===== config.mk =====
export PLATFORM = sky130hd
export DESIGN_NAME = pcm_clkgen_ctl
export DESIGN_NICKNAME = d
export VERILOG_FILES = /design/src/rtl/pcm_clkgen_pkg.sv /design/src/rtl/pcm_ctl_reg.sv /design/src/rtl/pcm_bit_divider.sv /design/src/rtl/pcm_frame_gen.sv /design/src/rtl/pcm_clkgen_ctl.sv
export SDC_FILE = /design/constraint.sdc
export NUM_CORES = 1
export LEC_CHECK = 0
export ABC_AREA = 1
export BUFFER_PORTS_ARGS = -buffer_cell sky130_fd_sc_hd__buf_2
export CORE_UTILIZATION = 47
export CTS_CLUSTER_DIAMETER = 40
export DETAILED_ROUTE_END_ITERATION = 7
export PLACE_DENSITY = 0.79
export SLEW_MARGIN = 20
export SYNTH_ARGS = -nofsm -noshare
export SYNTH_HDL_FRONTEND = slang
export SYNTH_HIERARCHICAL = 1
export SYNTH_SLANG_ARGS = --single-unit

===== constraint.sdc =====
create_clock -name clk -period 1.7 [get_ports clk]
set_clock_uncertainty 0.05 [all_clocks]
set_input_delay 0.17 -clock clk [delete_from_list [all_inputs] [get_ports clk]]
set_output_delay 0.17 -clock clk [all_outputs]
set_load 0.01 [all_outputs]

===== src/rtl/pcm_clkgen_pkg.sv =====
package pcm_clkgen_pkg;

  typedef enum logic [1:0] {
    RATE_DIV2 = 2'b00,
    RATE_DIV4 = 2'b01,
    RATE_DIV8 = 2'b10,
    RATE_RSVD = 2'b11
  } pdc_rate_e;

  typedef struct packed {
    logic [2:0] spare;
    logic       master;
    pdc_rate_e  rate;
    logic [1:0] cpu_speed;
  } ctl_word_t;

  localparam int unsigned DIV_MAX = 8;

  function automatic int unsigned rate_div(pdc_rate_e r);
    case (r)
      RATE_DIV2: return 2;
      RATE_DIV4: return 4;
      RATE_DIV8: return 8;
      default:   return 2;
    endcase
  endfunction

  function automatic logic rate_usable(logic [1:0] code);
    return code != 2'b11;
  endfunction

  function automatic int unsigned frame_pdc_cycles(int unsigned ref_per_frame, pdc_rate_e r);
    return ref_per_frame / rate_div(r);
  endfunction

endpackage


===== src/rtl/pcm_ctl_reg.sv =====
module pcm_ctl_reg
  import pcm_clkgen_pkg::*;
#(
  parameter int unsigned ADDR_W   = 12,
  parameter logic [11:0] REG_ADDR = 12'h360
) (
  input  logic              clk,
  input  logic              rst_n,
  input  logic [ADDR_W-1:0] cpu_addr,
  input  logic              cpu_wr,
  input  logic              cpu_rd,
  input  logic [7:0]        cpu_wdata,
  input  logic [1:0]        speed_strap,
  output logic [7:0]        cpu_rdata,
  output logic              cfg_master,
  output pdc_rate_e         cfg_rate,
  output logic              wr_seen
);

  localparam logic [ADDR_W-1:0] HIT_ADDR = ADDR_W'(REG_ADDR);

  logic       addr_hit;
  logic       wr_hit;
  logic       rd_hit;
  logic [1:0] strap_s1;
  logic [1:0] strap_s2;
  logic       master_q;
  pdc_rate_e  rate_q;
  logic       seen_q;
  ctl_word_t  rd_word;
  logic       unused_wbits;

  assign addr_hit     = (cpu_addr == HIT_ADDR);
  assign wr_hit       = cpu_wr && addr_hit;
  assign rd_hit       = cpu_rd && addr_hit;
  assign unused_wbits = ^{cpu_wdata[7:5], cpu_wdata[1:0]};

  always_ff @(posedge clk or negedge rst_n) begin
    if (!rst_n) begin
      strap_s1 <= 2'b00;
      strap_s2 <= 2'b00;
    end else begin
      strap_s1 <= speed_strap;
      strap_s2 <= strap_s1;
    end
  end

  always_ff @(posedge clk or negedge rst_n) begin
    if (!rst_n) begin
      master_q <= 1'b1;
      rate_q   <= RATE_DIV2;
      seen_q   <= 1'b0;
    end else if (wr_hit) begin
      master_q <= cpu_wdata[4];
      if (rate_usable(cpu_wdata[3:2])) begin
        rate_q <= pdc_rate_e'(cpu_wdata[3:2]);
      end
      seen_q <= 1'b1;
    end
  end

  always_comb begin
    rd_word           = '0;
    rd_word.master    = master_q;
    rd_word.rate      = rate_q;
    rd_word.cpu_speed = strap_s2;
  end

  assign cpu_rdata  = rd_hit ? rd_word : 8'h00;
  assign cfg_master = master_q;
  assign cfg_rate   = rate_q;
  assign wr_seen    = seen_q;

  // upper bits never carry data
  p_top_bits_zero_r2: assert property (@(posedge clk) disable iff (!rst_n)
    cpu_rdata[7:5] == 3'b000);

  // the written-once flag rises only as a result of a register write
  p_seen_cause_r5: assert property (@(posedge clk) disable iff (!rst_n)
    $rose(seen_q) |-> $past(wr_hit));

  // reserved rate code leaves the stored rate alone
  p_reserved_keep_r8: assert property (@(posedge clk) disable iff (!rst_n)
    (wr_hit && cpu_wdata[3:2] == 2'b11) |=> (rate_q == $past(rate_q)));

  // foreign writes do not touch the register
  p_foreign_write_r11: assert property (@(posedge clk) disable iff (!rst_n)
    (cpu_wr && !addr_hit) |=> ($stable(master_q) && $stable(rate_q) && $stable(seen_q)));

endmodule


===== src/rtl/pcm_bit_divider.sv =====
module pcm_bit_divider
  import pcm_clkgen_pkg::*;
(
  input  logic      clk,
  input  logic      rst_n,
  input  pdc_rate_e cfg_rate,
  output pdc_rate_e cur_rate,
  output logic      rate_restart,
  output logic      pdc_wrap,
  output logic      pdc_gen
);

  localparam int unsigned CNT_W = $clog2(DIV_MAX);

  pdc_rate_e        act_q;
  logic [CNT_W-1:0] div_cnt;
  logic [CNT_W-1:0] last_cnt;
  logic [CNT_W-1:0] half_cnt;

  assign last_cnt     = CNT_W'(rate_div(act_q) - 1);
  assign half_cnt     = CNT_W'(rate_div(act_q) / 2);
  assign rate_restart = (cfg_rate != act_q);
  assign pdc_wrap     = !rate_restart && (div_cnt == last_cnt);

  always_ff @(posedge clk or negedge rst_n) begin
    if (!rst_n) begin
      act_q   <= RATE_DIV2;
      div_cnt <= '0;
    end else if (rate_restart) begin
      act_q   <= cfg_rate;
      div_cnt <= '0;
    end else if (div_cnt == last_cnt) begin
      div_cnt <= '0;
    end else begin
      div_cnt <= div_cnt + 1'b1;
    end
  end

  assign pdc_gen  = (div_cnt < half_cnt);
  assign cur_rate = act_q;

  // the phase counter never leaves the active period
  p_cnt_bound_r7: assert property (@(posedge clk) disable iff (!rst_n)
    32'(div_cnt) < rate_div(act_q));

  // a rate change starts a fresh, high, bit-clock period
  p_restart_fresh_r10: assert property (@(posedge clk) disable iff (!rst_n)
    rate_restart |=> (pdc_gen && div_cnt == '0));

endmodule


===== src/rtl/pcm_frame_gen.sv =====
module pcm_frame_gen
  import pcm_clkgen_pkg::*;
#(
  parameter int unsigned REF_PER_FRAME = 2048
) (
  input  logic      clk,
  input  logic      rst_n,
  input  pdc_rate_e cur_rate,
  input  logic      rate_restart,
  input  logic      pdc_wrap,
  output logic      pfs_gen
);

  localparam int unsigned FCNT_W = $clog2(REF_PER_FRAME / 2);

  logic [FCNT_W-1:0] fcnt;
  logic [FCNT_W-1:0] flast;

  assign flast = FCNT_W'(frame_pdc_cycles(REF_PER_FRAME, cur_rate) - 1);

  always_ff @(posedge clk or negedge rst_n) begin
    if (!rst_n) begin
      fcnt <= '0;
    end else if (rate_restart) begin
      fcnt <= '0;
    end else if (pdc_wrap) begin
      fcnt <= (fcnt == flast) ? '0 : fcnt + 1'b1;
    end
  end

  assign pfs_gen = (fcnt == '0);

  // the strobe lasts exactly one bit-clock period
  p_pfs_short_r9: assert property (@(posedge clk) disable iff (!rst_n)
    (pfs_gen && pdc_wrap) |=> !pfs_gen);

  // the frame restarts with the divider
  p_frame_restart_r10: assert property (@(posedge clk) disable iff (!rst_n)
    rate_restart |=> pfs_gen);

endmodule


===== src/rtl/pcm_clkgen_ctl.sv =====
module pcm_clkgen_ctl
  import pcm_clkgen_pkg::*;
#(
  parameter int unsigned ADDR_W        = 12,
  parameter logic [11:0] REG_ADDR      = 12'h360,
  parameter int unsigned REF_PER_FRAME = 2048
) (
  input  logic              clk,
  input  logic              rst_n,
  input  logic [ADDR_W-1:0] cpu_addr,
  input  logic              cpu_wr,
  input  logic              cpu_rd,
  input  logic [7:0]        cpu_wdata,
  output logic [7:0]        cpu_rdata,
  input  logic [1:0]        speed_strap,
  input  logic              pdc_pad_i,
  input  logic              pfs_pad_i,
  output logic              pdc_pad_o,
  output logic              pfs_pad_o,
  output logic              pcm_pad_oe,
  output logic              pcm_clk_o,
  output logic              pcm_fsync_o
);

  logic      cfg_master;
  pdc_rate_e cfg_rate;
  pdc_rate_e cur_rate;
  logic      wr_seen;
  logic      rate_restart;
  logic      pdc_wrap;
  logic      pdc_gen;
  logic      pfs_gen;

  pcm_ctl_reg #(
    .ADDR_W  (ADDR_W),
    .REG_ADDR(REG_ADDR)
  ) u_reg (
    .clk        (clk),
    .rst_n      (rst_n),
    .cpu_addr   (cpu_addr),
    .cpu_wr     (cpu_wr),
    .cpu_rd     (cpu_rd),
    .cpu_wdata  (cpu_wdata),
    .speed_strap(speed_strap),
    .cpu_rdata  (cpu_rdata),
    .cfg_master (cfg_master),
    .cfg_rate   (cfg_rate),
    .wr_seen    (wr_seen)
  );

  pcm_bit_divider u_div (
    .clk         (clk),
    .rst_n       (rst_n),
    .cfg_rate    (cfg_rate),
    .cur_rate    (cur_rate),
    .rate_restart(rate_restart),
    .pdc_wrap    (pdc_wrap),
    .pdc_gen     (pdc_gen)
  );

  pcm_frame_gen #(
    .REF_PER_FRAME(REF_PER_FRAME)
  ) u_frame (
    .clk         (clk),
    .rst_n       (rst_n),
    .cur_rate    (cur_rate),
    .rate_restart(rate_restart),
    .pdc_wrap    (pdc_wrap),
    .pfs_gen     (pfs_gen)
  );

  assign pdc_pad_o   = pdc_gen;
  assign pfs_pad_o   = pfs_gen;
  assign pcm_pad_oe  = wr_seen && cfg_master;
  assign pcm_clk_o   = cfg_master ? pdc_gen : pdc_pad_i;
  assign pcm_fsync_o = cfg_master ? pfs_gen : pfs_pad_i;

  // slave mode never drives the pads
  p_slave_quiet_r6: assert property (@(posedge clk) disable iff (!rst_n)
    !cfg_master |-> !pcm_pad_oe);

  // no pad drive before the first register write
  p_oe_after_write_r5: assert property (@(posedge clk) disable iff (!rst_n)
    pcm_pad_oe |-> wr_seen);

endmodule


==> metrics <==
combinational power share between 50 and 60%; initial drt markers 38; Yosys reg bits 23; Max rail drop VDD 0.670 mV; Post-Syn Area 0.00157 mm²; clock power share 10.9%; clock root cell clkbuf_4; power per cell area 1030 mW/mm²; register area roughly 580 µm²; most common cell after layout, fill and taps aside nand2_1; Top Ports 41; Hold Crit Class input pin to flip-flop; Post-Place Setup Slack -0.110 ns; initial antenna violation count 0; total grt overflow 0; multi-input gate area in the final layout 927 µm²; Tcrit/Tclk final 118%; Via density 4.63; Netlist cell types 26; most frequent cells in the layout nand2_1 (51), inv_1 (33), buf_2 (31), nor2_1 (31), dfrtp_1 (22); Chip Width roughly 60 µm; Die Y 59.9 µm; CTS buffer count 3; via count 1511; NetSw 0.000889 W; H-Tree Depth 1; failing checks setup timing; antenna cells 0; Max Fclk approximately 500 MHz; vias in the first global route about 1300; Clock Latency Late Sink 0.30 ns; final RePlAce weighted congestion 0.847; Initial Utilization 50.7%; Pint between 0.001 and 0.0015 W; die area 0.00358 mm²; CTS Buffer Depth 2; area delta synth->final 35.0%; first-pass iteration count of the detailed router 4; sequential power share 35.1%; Post-DRT Antenna Nets 0; largest net degree at the start of global routing 24; Layout Nets 320; Clock transition at path regs around 0.12 ns; hpwl dp between 2 and 2.5 mm; GRT Overall Usage 20.0%; sequential fraction of the synthesis area about 37%; Final Util a little under 70%; crit path launch type flip-flop; WP data required 1.48 ns; Final min period 2.00 ns; CP max FO 3; post-DR wirelength/cell around 10 µm; Crit. End Element output port; Synth warnings 6; CTS tree built; max-cap viol count 0; Final Hold Viols 0; Setup Viol. Count Final 14; Leak 1.12 nW; Gate Count Post-Synth between 200 and 250; cell row count 20; Data arrival, critical path 1.78 ns; WS Path Type flip-flop to output port; fillcell total 277; core area 0.00310 mm²; run status finished with violations; PortBufs 32; Sw Share 40.4%; share of layout cells above drive strength 1 a little under two fifths; global-route wire length before repair 5.52 mm; Final Slew Violations 0; CTS Sinks 23; drt total wl 3.34 mm; final setup margin -0.302 ns; RSZ-0062 raised after global routing true; syn avg cell area 7.00 µm²; drc violations 0
## power groups by stage
stage	Clock, W	Sequential [W]	Combinational, W
floorplan	0	0.000754	0.000571
global placement	0	0.000774	0.000769
detailed placement	0	0.000777	0.000789
CTS	0.000249	0.000763	0.000990
global route	0.000273	0.000784	0.00130
finish	0.000240	0.000772	0.00119
## synth_stat cells
cell type  number  area (µm²)
a21oi_1         1        5.00
buf_4           3        22.5
clkbuf_1        2        7.51
conb_1          1        3.75
dfrtp_1        22         551
dfstp_2         1        26.3
ha_1            9         113
inv_1          39         146
inv_2           5        18.8
nand2_1        60         225
nand2_2         6        37.5
nand3_1        10        50.1
nand3_2         1        10.0
nand4_1         9        56.3
nand4_2         1        12.5
nor2_1         34         128
nor2_2          7        43.8
nor2_4          2        22.5
nor3_1          3        15.0
nor3_2          1        10.0
nor3b_1         1        7.51
o21a_1          1        7.51
o21ai_0         2        10.0
o21bai_4        1        18.8
xnor2_1         1        8.76
xor2_1          2        17.5
## per-stage QoR
stage               hold slack [ns]  cell area [µm²]  std cells  power, W  TNS (ns)
floorplan                    -0.176             1610        227   0.00133  -0.00344
global placement              0.120             1840        304   0.00154    -0.277
detailed placement            0.121             1840        304   0.00157    -0.542
CTS                          0.0254             2040        322   0.00200     -2.16
global route                 0.0335             2120        326   0.00236     -4.40
finish                       0.0310             2120        326   0.00220     -2.98
## final timing paths
check / from / endpoint / slack, ns / depth (start not counted)
max: u_div/cur_rate[1]$_DFFE_PN0N_ / pdc_pad_o / -0.30 / 9
min: cpu_wdata[4] / u_reg/cfg_master$_DFFE_PN1P_ / 0.03 / 3
max reg2reg: u_div/cur_rate[1]$_DFFE_PN0N_ / u_frame/fcnt[2]$_DFFE_PN0P_ / -0.30 / 13
min reg2reg: u_reg/strap_s1[0]$_DFF_PN0_ / u_reg/strap_s2[0]$_DFF_PN0_ / 0.31 / 0
max in group asynchronous: rst_n / u_reg/cfg_master$_DFFE_PN1P_ / 0.94 / 2
min in group asynchronous: rst_n / u_frame/fcnt[8]$_DFFE_PN0P_ / 0.30 / 2
## layout make-up
type,count,area share [%]
multi-input cells,155,43.6
well taps,44,2.59
repair buffers,56,17.4
inverters,44,8.01
clock buffers,4,1.24
flip-flops and latches,23,27.1
## worst max-delay path: stages, from the launching register on
cell	delay, ns
dfrtp_1	0.43
buf_6	0.14
inv_4	0.05
ha_4	0.12
inv_2	0.04
ha_4	0.24
nand2_1	0.04
o21a_1	0.17
buf_4	0.13
buf_6	0.11
## kinds of logic after synthesis
group	Yosys count	share of synthesized area, %
other	1	0.238
DFF	23	36.6
buffers and inverters	49	12.4
xor gates and xnor gates	3	1.67
AOI/OAI and AO/OA	5	2.62
and+or+nand+nor	135	39.3
adders and majority gates	9	7.15
## registers in the layout, summed over array words and instances (netlist names)
register and count:
u_reg/strap_s2 2, u_reg/cfg_rate 2, u_reg/cfg_master 1, u_div/cur_rate 2
u_div/div_cnt 3, u_frame/fcnt 10, u_reg/strap_s1 2, u_reg/wr_seen 1
## timing repair
| item | CTS | global route |
|---|---|---|
| buffers inserted | 11 | 4 |
| hold buffers | 3 | 0 |
| setup endpoints to repair | 12 | 15 |
| hold endpoints to repair | 24 | 0 |
| gates cloned | 0 | 0 |
| pin swaps | 20 | 8 |
| resized for setup | 18 | 17 |
## per-layer routing
metal | global-route usage (%) | wire length, µm | vias up
met5 | 0 | 0 | -
met4 | 2.66 | 17 | 0
met3 | 3.68 | 79 | 2
met2 | 35.7 | 1810 | 21
met1 | 25.6 | 1440 | 691
li1 | - | - | 797
(Power assumes the default switching activity.)
